## config.mk

```make
export PLATFORM = sky130hd
export DESIGN_NAME = missed_cycle_detector
export DESIGN_NICKNAME = d
export VERILOG_FILES = /design/src/rtl/mcd_pkg.sv /design/src/rtl/chan_mask_reg.sv /design/src/rtl/iso_pkt_classifier.sv /design/src/rtl/period_tracker.sv /design/src/rtl/missed_cycle_detector.sv
export SDC_FILE = /design/constraint.sdc
export NUM_CORES = 1
export LEC_CHECK = 0
export ABC_AREA = 1
export BUFFER_PORTS_ARGS = -buffer_cell sky130_fd_sc_hd__buf_2
export CELL_PAD_IN_SITES_DETAIL_PLACEMENT = 2
export CELL_PAD_IN_SITES_GLOBAL_PLACEMENT = 2
export CORE_UTILIZATION = 25
export CTS_CLUSTER_SIZE = 10
export DETAILED_ROUTE_END_ITERATION = 8
export GPL_ROUTABILITY_DRIVEN = 0
export PLACE_DENSITY_LB_ADDON = 0.1
export SYNTH_ARGS = -nofsm -noshare
export SYNTH_HDL_FRONTEND = slang
export SYNTH_SLANG_ARGS = --single-unit
```

## constraint.sdc

```tcl
create_clock -name clk -period 1.6 [get_ports clk]
set_input_delay 0.32 -clock clk [delete_from_list [all_inputs] [get_ports clk]]
set_output_delay 0.32 -clock clk [all_outputs]
set_load 0.01 [all_outputs]
```

## src/rtl/mcd_pkg.sv

```systemverilog
// Shared constants and types for the missed isochronous cycle detector.
package mcd_pkg;

    // Transaction code carried by isochronous data packets
    localparam logic [3:0] TCODE_ISO = 4'hA;
    // Bit positions of the fields decoded in the first quadlet
    localparam int TCODE_LSB = 4;
    localparam int CHAN_LSB  = 8;

    // Registered period state
    typedef struct packed {
        logic iso;
        logic sub;
        logic wrap;
    } period_t;

endpackage

```

## src/rtl/chan_mask_reg.sv

```systemverilog
// Channel selection register.
// Holds one bit per channel; a write replaces the whole word.
// Assumes the writer never needs partial updates.
module chan_mask_reg #(
    parameter int NUM_CHAN = 64
) (
    input  logic                clk,
    input  logic                rst_n,
    input  logic                we_i,
    input  logic [NUM_CHAN-1:0] wdata_i,
    output logic [NUM_CHAN-1:0] mask_o
);

    // Load the mask on write; cleared by reset
    always_ff @(posedge clk) begin
        if (!rst_n)
            mask_o <= '0;
        else if (we_i)
            mask_o <= wdata_i;
    end

endmodule

```

## src/rtl/iso_pkt_classifier.sv

```systemverilog
// Isochronous packet classifier.
// Flags a first quadlet whose transaction code is isochronous and whose
// channel is enabled in the mask. Purely combinational; assumes the
// quadlet is only meaningful while first_q_i is high.
module iso_pkt_classifier
    import mcd_pkg::*;
#(
    parameter int CHAN_W   = 6,
    parameter int NUM_CHAN = 1 << CHAN_W
) (
    input  logic                first_q_i,
    input  logic [3:0]          tcode_i,
    input  logic [CHAN_W-1:0]   chan_i,
    input  logic [NUM_CHAN-1:0] mask_i,
    output logic                hit_o
);

    logic [NUM_CHAN-1:0] chan_hit;

    // One comparator per channel, qualified by that channel's mask bit
    for (genvar g = 0; g < NUM_CHAN; g++) begin : g_chan
        assign chan_hit[g] = mask_i[g] && (chan_i == CHAN_W'(g));
    end

    // Combine strobe, code match and channel match
    always_comb begin
        hit_o = first_q_i && (tcode_i == TCODE_ISO) && (|chan_hit);
    end

endmodule

```

## src/rtl/period_tracker.sv

```systemverilog
// Period tracker.
// Holds the real-period, substitute-period and rollover flags and raises
// a one-clock mark request when a substitute period opens. Assumes the
// cycle-start, gap and packet strobes are mutually exclusive; cycle start
// is given priority over every other condition regardless.
module period_tracker
    import mcd_pkg::*;
#(
    parameter int OFFSET_W    = 12,
    parameter int OFFSET_LAST = 3071,
    parameter int LATE_OFFSET = 3050
) (
    input  logic                clk,
    input  logic                rst_n,
    input  logic                cyc_start_i,
    input  logic                arb_gap_i,
    input  logic                pkt_hit_i,
    input  logic [OFFSET_W-1:0] offset_i,
    output period_t             state_o,
    output logic                mark_o
);

    localparam logic [OFFSET_W-1:0] LAST_CNT = OFFSET_W'(OFFSET_LAST);
    localparam logic [OFFSET_W-1:0] LATE_CNT = OFFSET_W'(LATE_OFFSET);

    period_t cur, nxt;
    logic    at_last, at_late, idle, mark_q;

    // Offset decodes and idle condition
    always_comb begin
        at_last = (offset_i == LAST_CNT);
        at_late = (offset_i == LATE_CNT);
        idle    = !cur.iso && !cur.sub;
    end

    // Next-state evaluation: all conditions in parallel, cycle start last wins
    always_comb begin
        nxt = cur;
        if (arb_gap_i && !idle) begin
            nxt.iso = 1'b0;
            nxt.sub = 1'b0;
            if (cur.iso)
                nxt.wrap = 1'b0;
        end
        if (idle && pkt_hit_i)
            nxt.sub = 1'b1;
        if (at_last)
            nxt.wrap = 1'b1;
        if (idle && cur.wrap && at_late)
            nxt.sub = 1'b1;
        if (cyc_start_i) begin
            nxt.iso  = 1'b1;
            nxt.sub  = 1'b0;
            nxt.wrap = 1'b0;
        end
    end

    // State and mark-pulse registers
    always_ff @(posedge clk) begin
        if (!rst_n) begin
            cur    <= '0;
            mark_q <= 1'b0;
        end else begin
            cur    <= nxt;
            mark_q <= nxt.sub && !cur.sub;
        end
    end

    assign state_o = cur;
    assign mark_o  = mark_q;

    // reset clears all flags
    a_r1_reset_clears: assert property (@(posedge clk)
        !rst_n |=> (!cur.iso && !cur.sub && !cur.wrap && !mark_q));

    // cycle start opens a real period
    a_r2_cycle_start: assert property (@(posedge clk) disable iff (!rst_n)
        cyc_start_i |=> (cur.iso && !cur.sub && !cur.wrap));

    // gap closes an open period
    a_r3_gap_closes: assert property (@(posedge clk) disable iff (!rst_n)
        (arb_gap_i && (cur.iso || cur.sub) && !cyc_start_i) |=> (!cur.iso && !cur.sub));

    // offset at last count records a rollover
    a_r5_wrap_set: assert property (@(posedge clk) disable iff (!rst_n)
        (at_last && !cyc_start_i) |=> cur.wrap);

    // late threshold after rollover opens a substitute period
    a_r6_late_sub: assert property (@(posedge clk) disable iff (!rst_n)
        (cur.wrap && idle && at_late && !cyc_start_i) |=> cur.sub);

    // mark is a single-clock pulse and only with a substitute period
    a_r7_mark_single: assert property (@(posedge clk) disable iff (!rst_n)
        mark_q |=> !mark_q);
    a_r7_mark_with_sub: assert property (@(posedge clk) disable iff (!rst_n)
        mark_q |-> cur.sub);

    // Real and substitute periods never overlap
    a_r2_flags_exclusive: assert property (@(posedge clk) disable iff (!rst_n)
        !(cur.iso && cur.sub));

endmodule

```

## src/rtl/missed_cycle_detector.sv

```systemverilog
// Missed isochronous cycle detector (top).
// Ties the channel mask, the packet classifier and the period tracker
// together. Assumes the strobe inputs are mutually exclusive and the
// offset counts 0..OFFSET_LAST.
module missed_cycle_detector
    import mcd_pkg::*;
#(
    parameter int CHAN_W      = 6,
    parameter int OFFSET_W    = 12,
    parameter int OFFSET_LAST = 3071,
    parameter int LATE_OFFSET = 3050
) (
    input  logic                       clk,
    input  logic                       rst_n,
    input  logic                       cyc_start_i,
    input  logic                       arb_gap_i,
    input  logic                       first_q_i,
    input  logic [31:0]                rx_word_i,
    input  logic [OFFSET_W-1:0]        offset_i,
    input  logic                       mask_we_i,
    input  logic [(1 << CHAN_W)-1:0]   mask_wdata_i,
    output logic                       iso_active_o,
    output logic                       sub_active_o,
    output logic                       wrap_seen_o,
    output logic                       mark_req_o
);

    localparam int NUM_CHAN = 1 << CHAN_W;

    logic [NUM_CHAN-1:0] mask;
    logic                pkt_hit;
    period_t             state;
    logic                word_unused;

    // Fields not used by the classifier
    assign word_unused = ^{rx_word_i[31:CHAN_LSB+CHAN_W], rx_word_i[TCODE_LSB-1:0]};

    chan_mask_reg #(.NUM_CHAN(NUM_CHAN)) u_mask (
        .clk     (clk),
        .rst_n   (rst_n),
        .we_i    (mask_we_i),
        .wdata_i (mask_wdata_i),
        .mask_o  (mask)
    );

    iso_pkt_classifier #(.CHAN_W(CHAN_W), .NUM_CHAN(NUM_CHAN)) u_cls (
        .first_q_i (first_q_i),
        .tcode_i   (rx_word_i[TCODE_LSB+3:TCODE_LSB]),
        .chan_i    (rx_word_i[CHAN_LSB+CHAN_W-1:CHAN_LSB]),
        .mask_i    (mask),
        .hit_o     (pkt_hit)
    );

    period_tracker #(
        .OFFSET_W    (OFFSET_W),
        .OFFSET_LAST (OFFSET_LAST),
        .LATE_OFFSET (LATE_OFFSET)
    ) u_trk (
        .clk         (clk),
        .rst_n       (rst_n),
        .cyc_start_i (cyc_start_i),
        .arb_gap_i   (arb_gap_i),
        .pkt_hit_i   (pkt_hit),
        .offset_i    (offset_i),
        .state_o     (state),
        .mark_o      (mark_req_o)
    );

    // Output mapping
    assign iso_active_o = state.iso;
    assign sub_active_o = state.sub;
    assign wrap_seen_o  = state.wrap;

    // a recorded-channel packet opens a substitute period only when idle
    a_r4_pkt_opens_sub: assert property (@(posedge clk) disable iff (!rst_n)
        (pkt_hit && !state.iso && !state.sub && !cyc_start_i) |=> (sub_active_o && mark_req_o));
    a_r10_pkt_in_period: assert property (@(posedge clk) disable iff (!rst_n)
        (pkt_hit && state.iso) |=> (iso_active_o && !mark_req_o));

    // cycle start never produces a mark
    a_r8_cs_no_mark: assert property (@(posedge clk) disable iff (!rst_n)
        cyc_start_i |=> !mark_req_o);

endmodule

```

==> flow_metrics.tcl <==
set metrics [dict create \
    status "completed" \
    synth_cell_types 19 \
    cap_violations 0 \
    reg2reg_to "u_trk.state_o[1]" \
    initial_utilization 0.260 \
    pwr-share-comb 0.133 \
    hpwl_mm 8.95 \
    postRouteAntennaNets 0 \
    dpl_cell_area_um2 4100 \
    path_clk_slew_ps 50 \
    io_buffers 95 \
    drv_slew 0 \
    syn-cell-area_um2 3140 \
    worst_pin_slew_ps 307 \
    setup.worst_path.end_class "flop" \
    holdPathStages 3 \
    synthFlopType "dfxtp_1" \
    holdCritStartpoint "mask_wdata_i[27]" \
    whs_endpoint "u_mask.mask_o[27]" \
    cp.arrival_ps 1740 \
    route.top_layer_used "met4" \
    die_y_um 114 \
    htree_levels 3 \
    syn_to_final_growth_pct 41.8 \
    drive_above_1_share 0.280 \
    dr_total_vias 3579 \
    via_per_inst 4.52 \
    die_width_um 114 \
    p_int_w 0.00314 \
    drt_pass1_iterations 4 \
    p_switching_w 0.00109 \
    yosysSeqAreaShare 0.433 \
    timing.rr.start "u_mask.mask_o[48]" \
    ir_drop_mv 0.627 \
    clock-sinks 68 \
    clock_latency_ps 340 \
    post-route-util 0.368 \
    hold_buffers 0 \
    wl_met3_um 364 \
    synth.area.top_cells "dfxtp_1 (43%), nor2_1 (20%), nand2_1 (12%)" \
    cts.path.max_buffers 2 \
    die_area_um2 13000 \
    power_density_nw_per_um2 949 \
    grt_usage 0.196 \
    start_kind "input port" \
    drt-total-wl_mm 11.8 \
    critPathRequiredTime_ps 1880 \
    avgSynthCellArea_um2 6.35 \
    critPathKind "input port to flop" \
    route.met2.wl_mm 5.86 \
    fin_nets 733 \
    synthDominantCellAreaShare 0.433 \
    p_total_w 0.00423 \
    wl_met1_mm 5.33 \
    hold_viol 0 \
    synthArstFlopShare 0 \
    synth.most_common_cell "nor2_1" \
    switching_share 0.257 \
    root_buffer "clkbuf_16" \
    reg2reg_depth 12 \
    synth_warnings 0 \
    nFillCells 1540 \
    core_area_um2 12100 \
    hp-class "input port to flop" \
    synth_top_cells_by_count "nor2_1 (164), nand2_1 (100), dfxtp_1 (68)" \
    netlist_instances 495 \
    num_rows 40 \
    drc 0 \
    yosysTopAreaCell "dfxtp_1" \
    numCtsBuffers 9 \
    seq_power_share 0.444 \
    skew_ps 3.93 \
    setup_viol 0 \
    leakage_nw 2.23 \
    pin_count 118 \
    path_max_fanout 5 \
    slew_headroom 0.794 \
    antenna_cells 0 \
    grt_pass1_wl_mm 19.4 \
    totalNegativeSetupSlack_ps 0 \
    finalWorstPathRequiredPeriod_ps 1460 \
    drt-wirelength-per-cell_um 14.8 \
    cts_tree "built" \
    grt_pass1_vias 3923 \
    final_area_um2 4460 \
    max_freq_mhz 684 \
    drtIter0Drc 113 \
    grt_antenna_before_repair 0 \
    synth_edf_count 0 \
    syn_nets 609 \
    reg2reg_slack_ps 230 \
    ys_ff_latch 68 \
    grt_max_degree 63 \
    pwr-share-clk 0.423 \
    finalCritPeriodShare 0.914 \
    gr-total-overflow 0 \
]
-- worst max path at each step --
| stage | cells past startpoint | startpoint | slack, ps | to |
|---|---|---|---|---|
| after floorplan | 14 | rx_word_i[8] | 210 | u_trk.mark_o |
| after global placement | 17 | rx_word_i[10] | -270 | u_trk.state_o[1] |
| after detailed placement | 17 | rx_word_i[9] | -360 | u_trk.mark_o |
| after CTS | 16 | rx_word_i[9] | 20 | u_trk.state_o[1] |
| after global routing | 16 | rx_word_i[8] | -20 | u_trk.state_o[1] |
| final | 17 | rx_word_i[10] | 140 | u_trk.mark_o |
-- placed cells by master (no fill, tap or decap), drive strengths merged, types with 2 or more instances in the layout --
master  instances
nand2         100
a21oi           3
o21ai          65
nor4            2
nor2          169
dfxtp          68
nand3b          2
inv            24
nand3          31
clkbuf         14
nand4           4
buf           136
clkinv          2
-- metal layers --
metal | GRT usage | vias up
li1 | - | 1816
met1 | 0.232 | 1688
met2 | 0.348 | 61
met3 | 0.0365 | 14
met4 | 0.0779 | 0
met5 | 0 | -
-- through the flow --
step,hold slack (ps),setup slack [ps],instances
floorplan,434,208,495
global placement,439,-273,775
detailed placement,445,-361,775
CTS,197,17.1,791
global route,205,-24.4,792
finish,206,137,792
-- worst max-delay path, stage by stage --
cell	delay (ps)
buf_6	120
inv_1	100
nand2_2	130
nor2_1	210
buf_4	160
nand3_1	60
nand2_1	60
inv_1	30
nand2_1	50
nor2_1	40
nand2_1	90
nor2_2	60
nand2_1	70
nand2_1	50
nand2_1	80
nand2_2	60
nor2_2	70
-- cell type report --
cell class,instances,area (um2),share of cell area
Multi-Input combinational cell,380,1670,0.375
Sequential cell,68,1360,0.305
Timing Repair Buffer,136,860,0.193
Clock buffer,14,254,0.0570
Tap cell,168,210,0.0472
Inverter,24,90.1,0.0202
Clock inverter,2,10.0,0.00225
-- flip-flops by register name (all words and copies together), names as in the netlist --
| name | count |
|---|---|
| u_trk.state_o | 3 |
| u_trk.mark_o | 1 |
| u_mask.mask_o | 64 |
-- power by group through the flow --
stage	Clock [W]	Sequential [W]	Combinational [W]
5_1_grt	0.00193	0.00189	0.000643
6_report	0.00179	0.00188	0.000565
4_1_cts	0.00185	0.00188	0.000550
2_1_floorplan	0	0.00188	0.000256
3_3_place_gp	0	0.00191	0.000518
3_5_place_dp	0	0.00191	0.000541
-- kinds of logic after synthesis --
family,synth area share
simple gates,0.395
compound gates,0.114
flops,0.433
buf+inv,0.0577
-- timing repair --
action | 4_1_cts | 5_1_grt
setup endpoints to repair | 1 | 2
resized for setup | 3 | 33
pin swaps | 0 | 6
buffers inserted | 0 | 1
Note: power is estimated with default switching activity, not from simulation.
